--- src/rtl/pwr_phase_pkg.sv ---
package pwr_phase_pkg;

    localparam int CMD_W = 4;

    typedef enum logic [1:0] {
        PH_SLEEP  = 2'b00,
        PH_SAMPLE = 2'b01,
        PH_IDLE   = 2'b10,
        PH_READ   = 2'b11
    } phase_e;

    localparam logic [CMD_W-1:0] OP_SAMPLE = 4'h1;
    localparam logic [CMD_W-1:0] OP_IDLE   = 4'h2;
    localparam logic [CMD_W-1:0] OP_READ   = 4'h3;
    localparam logic [CMD_W-1:0] OP_SLEEP  = 4'h4;

    typedef struct packed {
        logic   legal;
        phase_e target;
    } cmd_dec_t;

    typedef struct packed {
        logic preamp;
        logic shaper;
        logic adc;
        logic dsp;
        logic ram;
        logic cfg_retain;
        logic link;
    } dom_en_t;

    function automatic cmd_dec_t decode_op(input logic [CMD_W-1:0] op);
        cmd_dec_t d;
        d.legal  = 1'b1;
        d.target = PH_SLEEP;
        case (op)
            OP_SAMPLE: d.target = PH_SAMPLE;
            OP_IDLE:   d.target = PH_IDLE;
            OP_READ:   d.target = PH_READ;
            OP_SLEEP:  d.target = PH_SLEEP;
            default:   d.legal  = 1'b0;
        endcase
        return d;
    endfunction

    function automatic dom_en_t phase_domains(input phase_e ph, input logic waking);
        dom_en_t e;
        e.link       = 1'b1;
        e.cfg_retain = (ph == PH_SLEEP);
        e.dsp        = (ph != PH_SLEEP);
        e.ram        = (ph != PH_SLEEP);
        e.preamp     = (ph == PH_SAMPLE) && !waking;
        e.shaper     = (ph == PH_SAMPLE) && !waking;
        e.adc        = (ph == PH_SAMPLE) && !waking;
        return e;
    endfunction

endpackage

--- src/rtl/ppc_cmd_decode.sv ---
module ppc_cmd_decode
    import pwr_phase_pkg::*;
#(
    parameter int OP_W = CMD_W
) (
    input  logic            clk,
    input  logic            rst,
    input  logic            cmd_valid,
    input  logic [OP_W-1:0] cmd_code,
    output logic            cmd_go,
    output phase_e          cmd_tgt,
    output logic            cmd_err_q
);
    cmd_dec_t dec;

    always_comb begin
        dec     = decode_op(cmd_code);
        cmd_go  = cmd_valid && dec.legal;
        cmd_tgt = dec.target;
    end

    always_ff @(posedge clk) begin
        if (rst) cmd_err_q <= 1'b0;
        else     cmd_err_q <= cmd_valid && !dec.legal;
    end
endmodule

--- src/rtl/ppc_phase_fsm.sv ---
module ppc_phase_fsm
    import pwr_phase_pkg::*;
#(
    parameter int WAKE_W = 8
) (
    input  logic              clk,
    input  logic              rst,
    input  logic              cmd_go,
    input  phase_e            cmd_tgt,
    input  logic [WAKE_W-1:0] wake_cycles,
    output phase_e            phase_q,
    output logic              waking_q
);
    logic [WAKE_W-1:0] cnt_q;

    always_ff @(posedge clk) begin
        if (rst) begin
            phase_q  <= PH_SLEEP;
            waking_q <= 1'b0;
            cnt_q    <= '0;
        end else begin
            if (waking_q) begin
                if (cnt_q == '0) waking_q <= 1'b0;
                else             cnt_q    <= cnt_q - 1'b1;
            end
            if (cmd_go) begin
                if (cmd_tgt == PH_SLEEP) begin
                    phase_q  <= PH_SLEEP;
                    waking_q <= 1'b0;
                end else if (phase_q == PH_SLEEP) begin
                    phase_q  <= cmd_tgt;
                    waking_q <= 1'b1;
                    cnt_q    <= wake_cycles;
                end else begin
                    phase_q  <= cmd_tgt;
                end
            end
        end
    end
endmodule

--- src/rtl/ppc_clk_gate.sv ---
module ppc_clk_gate (
    input  logic clk,
    input  logic rst,
    input  logic enable,
    output logic gclk
);
    logic gate_q;

    always_ff @(negedge clk) begin
        if (rst) gate_q <= 1'b0;
        else     gate_q <= enable;
    end

    assign gclk = clk & gate_q;
endmodule

--- src/rtl/pwr_phase_ctrl.sv ---
module pwr_phase_ctrl
    import pwr_phase_pkg::*;
#(
    parameter int WAKE_W = 8
) (
    input  logic              clk,
    input  logic              rst,
    input  logic              cmd_valid,
    input  logic [CMD_W-1:0]  cmd_code,
    input  logic [WAKE_W-1:0] wake_cycles,
    output logic [1:0]        phase_o,
    output logic              ready_o,
    output logic              cmd_err_o,
    output logic              preamp_en_o,
    output logic              shaper_en_o,
    output logic              adc_bias_en_o,
    output logic              adc_clk_o,
    output logic              dsp_en_o,
    output logic              ram_en_o,
    output logic              cfg_retain_o,
    output logic              link_en_o
);
    logic    cmd_go;
    phase_e  cmd_tgt;
    phase_e  phase_q;
    logic    waking_q;
    dom_en_t dom;

    ppc_cmd_decode #(.OP_W(CMD_W)) u_dec (
        .clk       (clk),
        .rst       (rst),
        .cmd_valid (cmd_valid),
        .cmd_code  (cmd_code),
        .cmd_go    (cmd_go),
        .cmd_tgt   (cmd_tgt),
        .cmd_err_q (cmd_err_o)
    );

    ppc_phase_fsm #(.WAKE_W(WAKE_W)) u_fsm (
        .clk         (clk),
        .rst         (rst),
        .cmd_go      (cmd_go),
        .cmd_tgt     (cmd_tgt),
        .wake_cycles (wake_cycles),
        .phase_q     (phase_q),
        .waking_q    (waking_q)
    );

    always_comb dom = phase_domains(phase_q, waking_q);

    ppc_clk_gate u_gate (
        .clk    (clk),
        .rst    (rst),
        .enable (dom.adc),
        .gclk   (adc_clk_o)
    );

    assign phase_o       = phase_q;
    assign ready_o       = !waking_q;
    assign preamp_en_o   = dom.preamp;
    assign shaper_en_o   = dom.shaper;
    assign adc_bias_en_o = dom.adc;
    assign dsp_en_o      = dom.dsp;
    assign ram_en_o      = dom.ram;
    assign cfg_retain_o  = dom.cfg_retain;
    assign link_en_o     = dom.link;
endmodule

--- config.mk ---
export PLATFORM = sky130hd
export DESIGN_NAME = pwr_phase_ctrl
export DESIGN_NICKNAME = d
export VERILOG_FILES = /design/src/rtl/pwr_phase_pkg.sv /design/src/rtl/ppc_cmd_decode.sv /design/src/rtl/ppc_phase_fsm.sv /design/src/rtl/ppc_clk_gate.sv /design/src/rtl/pwr_phase_ctrl.sv
export SDC_FILE = /design/constraint.sdc
export NUM_CORES = 1
export LEC_CHECK = 0
export BUFFER_PORTS_ARGS = -buffer_cell sky130_fd_sc_hd__buf_4
export CORE_MARGIN = 1.5
export CORE_UTILIZATION = 43
export DETAILED_ROUTE_END_ITERATION = 10
export PLACE_DENSITY = 0.78
export SETUP_SLACK_MARGIN = 0.15
export SLEW_MARGIN = 25
export SYNTH_ARGS = -nofsm -noshare
export SYNTH_HDL_FRONTEND = slang
export SYNTH_SLANG_ARGS = --single-unit
--- constraint.sdc ---
create_clock -name clk -period 1.8 [get_ports clk]
set_input_delay 0.27 -clock clk [delete_from_list [all_inputs] [get_ports clk]]
set_output_delay 0.27 -clock clk [all_outputs]
set_load 0.005 [all_outputs]
* Word-level counts from Yosys, hierarchy flattened
Cells that the tools add are included.
Operators by class: add/sub/neg operators 1, equal/unequal tests 5, muxes and demuxes 13, bitwise gates (word level) 1, reductions and logical operators 10
Operators with widths (number):
- 2-to-1 mux 8 bit | 5
- equality test 4 x 2 -> 1 bit, second input constant | 2
- logical NOT 8 bit | 1
- subtractor 8 x 1 -> 8 bit, second input constant | 1
- 2-to-1 mux 1 bit | 6
- one-hot mux 2 bit (3 select lines) | 1
- equality test 4 x 1 -> 1 bit, second input constant | 1
- equality test 4 x 3 -> 1 bit, second input constant | 1
- logical NOT 2 bit | 2
- OR reduction 4 bit | 1
- logical AND 1 bit | 3
- equality test 2 x 1 -> 1 bit, second input constant | 1
- logical NOT 1 bit | 2
- 2-to-1 mux 2 bit | 1
- nonzero test 2 bit | 1
- bitwise AND 1 bit | 1
Word-level totals: register bits after elaboration 13, input port bits 15, output and inout bits 12, word-level logic and storage cells 35

* Logic depth before layout (Yosys ltp)
Gate-level depths: netlist of the first run.
depth in word-level cells 6, depth in mapped cells 6, mapped depth without buffers 6

* Modules after synthesis
Synthesis of the first run repeated with hierarchy kept, for this count alone.
Unflattened totals: cell total of the unflattened synthesis 91, area total of the unflattened synthesis 773.2 µm²
By module, submodules not included:
- ppc_phase_fsm | times used 1, cells each 70, area an instance 604.3 µm², seq. area each 220.2 µm²
- ppc_cmd_decode | times used 1, cells each 8, area an instance 70.1 µm², seq. area each 20.0 µm²
- pwr_phase_ctrl | times used 1, cells each 9, area an instance 60.1 µm², seq. area each 0.0 µm²
- ppc_clk_gate | times used 1, cells each 4, area an instance 38.8 µm², seq. area each 20.0 µm²

==> results of run 1 <==
==> placed cells by master, fill, tap and decap left out, drive strengths merged, types with 4 or more instances in the layout <==
master	n
a211oi	7
a21oi	6
buf	31
clkbuf	6
dfxtp	13
inv	8
nor2	14
nor3	4
o21ai	6
xnor2	4
==> sequential cells by signal (all words and copies together), names as in the netlist <==
register         cells
u_fsm.waking_q       1
u_gate.gate_q        1
u_fsm.cnt_q          8
u_fsm.phase_q        2
u_dec.cmd_err_q      1
==> stage by stage <==
| step | instances | total power (uW) | TNS (ps) | worst slack (ps) | utilization (%) |
|---|---|---|---|---|---|
| floorplan | 96 | 443 | 0 | 71.8 | - |
| global placement | 142 | 510 | 0 | 115 | 57.4 |
| detailed placement | 142 | 515 | 0 | 57.4 | 57.4 |
| CTS | 150 | 811 | -369 | -369 | 61.8 |
| global route | 152 | 882 | -366 | -366 | 64.3 |
| finish | 152 | 828 | -335 | -335 | 64.3 |
==> metal layers <==
layer	vias to the layer above	routed length [um]	track usage, %
met5	-	0	0
li1	408	-	-
met4	0	25	15.9
met3	4	110	6.00
met2	26	1040	35.7
met1	364	823	21.3
==> layout make-up <==
cell class | count | area [um2] | share of cell area (%)
multi-input combinational | 69 | 487 | 44.3
sequential | 13 | 269 | 24.5
timing repair buffer | 30 | 225 | 20.5
clock buffer | 7 | 56.3 | 5.13
tap | 25 | 31.3 | 2.85
inverter | 6 | 22.5 | 2.05
clock inverter | 2 | 7.51 | 0.683
==> timing repair <==
action / 4_1_cts / 5_1_grt
setup buffers: 1 / 2
resized for setup: 6 / 11
pin swaps: 4 / 7
endpoints found under the setup margin: 5 / 9
==> path summary, 6_finish.rpt <==
| path | end | startpoint | slack, ps | cells past startpoint |
|---|---|---|---|---|
| hold / removal | u_dec.cmd_err_q$_SDFF_PP0_ | cmd_valid | 130 | 2 |
| setup / recovery | adc_clk_o | u_gate.gate_q$_SDFF_NP0_ | -340 | 2 |
| hold reg to reg | u_fsm.phase_q[1]$_SDFFE_PP0P_ | u_fsm.phase_q[1]$_SDFFE_PP0P_ | 530 | 2 |
| setup reg to reg | u_fsm.cnt_q[7]$_SDFF_PP0_ | u_fsm.cnt_q[1]$_SDFF_PP0_ | 210 | 3 |
==> report_power, final <==
part	internal [uW]	switching, uW	leakage (uW)
clock network	161	135	0.0000488
registers	307	26.4	0.000109
logic	110	89.3	0.000323
==> kinds of logic (layout without fill, tap and decap cells) <==
logic type               after synthesis  after routing  synth area share (%)
buffers and inverters                 14             45                  8.78
multiplexers                           2              2                  2.60
adder cells (fa/ha/maj)                2              2                  3.25
XOR/XNOR                               4              4                  4.55
flip-flops                            13             13                  33.8
other                                  1              1                 0.487
AND/OR/NAND/NOR                       34             34                  24.6
AO/OA/AOI/OAI                         26             26                  22.0
==> summary.txt, run 1 <==
total grt overflow - 0
remaining antenna violation count - 0
Ant. Diodes - 0
GPL Wtd Cong - 0.799
DIE WIDTH - 45.3 um
Hold Worst Slack - 132 ps
CP Capture Type - output port
fillers - 167
cts-stage hold buffer count - 0
delay-heaviest family, CP - flip-flops
pin count of the biggest net entering global routing - 16
post-synthesis register bit count - 13
Worst-path clk slew - 80 ps
number of global-route vias before repair - 725
failing checks - negative setup slack
synth unique cells - 30
Avg Inst Size Synth - 8.02 um2
fin worst setup slack - -335 ps
Critical Path RT - 1530 ps
DP Area - 981 um2
Synth Cell Area - 769 um2
Worst Path Class, Setup - reg -> out
final WL - 2.00 mm
Final Hold Fails - 0
hold crit path type - in -> reg
Syn Inst Count - 96
Rows - 15
yosys warns - 0
chip height - 45.3 um
WP buf/inv - 1
initial DRC count - 13
status - finished, violations left
Total GRT Usage - 20.9%
DR pass1 iterations - 4
Setup Skew - 68.1 ps
Async S/R FF share, synth - 0%
Final Instance Area - 0.00110 mm2
share of cells above drive strength 1 - 42.5%
Core Footprint - 0.00171 mm2
syn_nets - 113
via count - 802
Synth area leaders - dfxtp_1, a211oi_1, nor2_1
DP HPWL - 1.41 mm
PortBufs - 25
sequential share of the synthesized area - 33.8%
CP arrival - 1870 ps
Post-synth EDFFs - 0
Initial Utilization - 45.1%
RSZ-0062 raised after global routing - yes
count leader, synth - nor2_1
initial antenna violation count - 0
leakage - 0.000480 uW
via/cell ratio - 5.28
area share of the leading cell type in the synthesized netlist - 33.8%
layout net count - 145
endpoints failing setup - 2
area leader, netlist - dfxtp_1
die area - 0.00205 mm2
CTS tree - built
peak supply drop - 0.000412 V
Critical Path Max Stage Delay - 290 ps
PD cells - 754 mW/mm2
critical path's slowest cell - dfxtp_1
critical-path cell list - and2_4 -> buf_6
DRC viols - 0
WL/cell - 13.2 um
Area Overhead vs Synth - 42.8%
top_reg_cell synth - dfxtp_1
Final Max Slew Viols - 0
top-level port count - 27
maximum fanout along the worst path - 1
first-pass GRT wire length - 2.99 mm
Setup crit start kind - flip-flop
worst skew pair latency - 450 ps
Post-synth top cells - nor2_1, dfxtp_1, a211oi_1, inv_1
maxcap violations - 0
Note: power is estimated with default switching activity, not from simulation.
==> run 2: changes to the inputs <==
--- a/config.mk
+++ b/config.mk
@@ -10,8 +10,9 @@
 export CORE_UTILIZATION = 43
 export DETAILED_ROUTE_END_ITERATION = 10
 export PLACE_DENSITY = 0.78
-export SETUP_SLACK_MARGIN = 0.15
+export SETUP_SLACK_MARGIN = 0.05
 export SLEW_MARGIN = 25
 export SYNTH_ARGS = -nofsm -noshare
 export SYNTH_HDL_FRONTEND = slang
 export SYNTH_SLANG_ARGS = --single-unit
+export TNS_END_PERCENT = 100
==> summary.txt, run 2 (same netlist as run 1, synthesis figures left out) <==
status - finished, violations left
failing checks - negative setup slack
hold crit path type - in -> reg
number of global-route vias before repair - 789
M1 wire length - 782 um
initial DRC count - 7
Hold Worst Slack - 114 ps
top-level port count - 27
cts-stage hold buffer count - 0
final WL - 1.90 mm
maximum fanout along the worst path - 1
Post-Place Cells - 145
Final Max Slew Viols - 0
endpoints failing setup - 2
die area - 0.00205 mm2
FF-to-FF setup slack - 120 ps
FF/Latch Area - 264 um2
biggest regs - u_fsm.cnt_q x8, u_fsm.phase_q x2
remaining antenna violation count - 0
Core Footprint - 0.00171 mm2
fin worst setup slack - -344 ps
WL/cell - 12.5 um
wire length on met2 - 945 um
Ant. Diodes - 0
Setup Skew - 61.5 ps
DR pass1 iterations - 4
most frequent cells in the layout - buf_4, nor2_1, dfxtp_1
Pwr Total - 824 uW
CTS tree - built
total grt overflow - 0
DP HPWL - 1.39 mm
Rows - 15
Total GRT Usage - 22.7%
layout net count - 145
first-pass GRT wire length - 3.11 mm
DIE WIDTH - 45.3 um
metal3 WL - 127 um
maxcap violations - 0
Final Hold Fails - 0
register bank with the most flops - u_fsm.cnt_q
fillers - 156
Worst Path Class, Setup - reg -> out
Initial Utilization - 45.1%
DRC viols - 0
worst skew pair latency - 460 ps
max reg flops - 8
worst reg2reg path depth - 3
Worst-path clk slew - 80 ps
Hold Crit Depth - 2
RSZ-0062 raised after global routing - yes
Setup crit start kind - flip-flop
Post CTS Setup Buffer Count - 0
GPL Wtd Cong - 0.831
CP Capture Type - output port
peak supply drop - 0.000308 V
chip height - 45.3 um
CP arrival - 1870 ps
Top Metal Used - met4
Multi-input gate area - 473 um2
commonest non-fill, non-tap cell in the layout - buf_4
PD cells - 763 mW/mm2
non-filler cells, final - 152
share of cells above drive strength 1 - 37.8%
via count - 811
initial antenna violation count - 0
Area Overhead vs Synth - 40.3%
PortBufs - 25
leakage - 0.000462 uW
Critical Path RT - 1530 ps
pin count of the biggest net entering global routing - 13
via/cell ratio - 5.34
==> run 2: per-layer routing <==
metal / up-vias / global-route usage [%]
met5: - / 0
met4: 0 / 20.6
met3: 5 / 11.2
met2: 26 / 35.7
met1: 376 / 21.4
li1: 404 / -
==> run 2: worst paths after layout <==
path / from / to
hold reg to reg: u_fsm.phase_q[1]$_SDFFE_PP0P_ / u_fsm.phase_q[1]$_SDFFE_PP0P_
hold / removal: cmd_valid / u_dec.cmd_err_q$_SDFF_PP0_
setup / recovery: u_gate.gate_q$_SDFF_NP0_ / adc_clk_o
setup reg to reg: u_fsm.cnt_q[0]$_SDFF_PP0_ / u_fsm.cnt_q[7]$_SDFF_PP0_
==> run 2: layout make-up <==
type                    count  share of cell area [%]
multi-input cells          69                    43.8
clock inverters             1                   0.348
well taps                  25                    2.90
inverters                   6                    2.09
flip-flops and latches     13                    24.4
clock buffers               8                    5.56
repair buffers             30                    20.9
==> run 2: power breakdown <==
part	switching (uW)	total (uW)	internal [uW]
logic	88.8	195	107
clock network	132	298	166
registers	23.0	330	307
total	244	824	580
==> run 2: stage by stage <==
stage                     util (%)  setup TNS, ps  instance area (um2)  setup slack, ps
after global routing          63.2           -385                 1080             -385
after CTS                     61.3           -365                 1050             -365
after global placement        58.4              0                  997              118
after floorplan                  -              0                  774             59.8
after detailed placement      58.4              0                  997             86.8
final                         63.2           -344                 1080             -344
==> run 2: critical path: stages, from the launching register on <==
cell	delay, ps
dfxtp_1	280
and2_4	120
buf_6	100
==> run 2: what timing repair did <==
action                     4_1_cts  5_1_grt
pin swaps                        0        2
setup endpoints to repair        3        5
gates resized for setup          1        9
cloned                           0        0
hold endpoints to repair         0        0
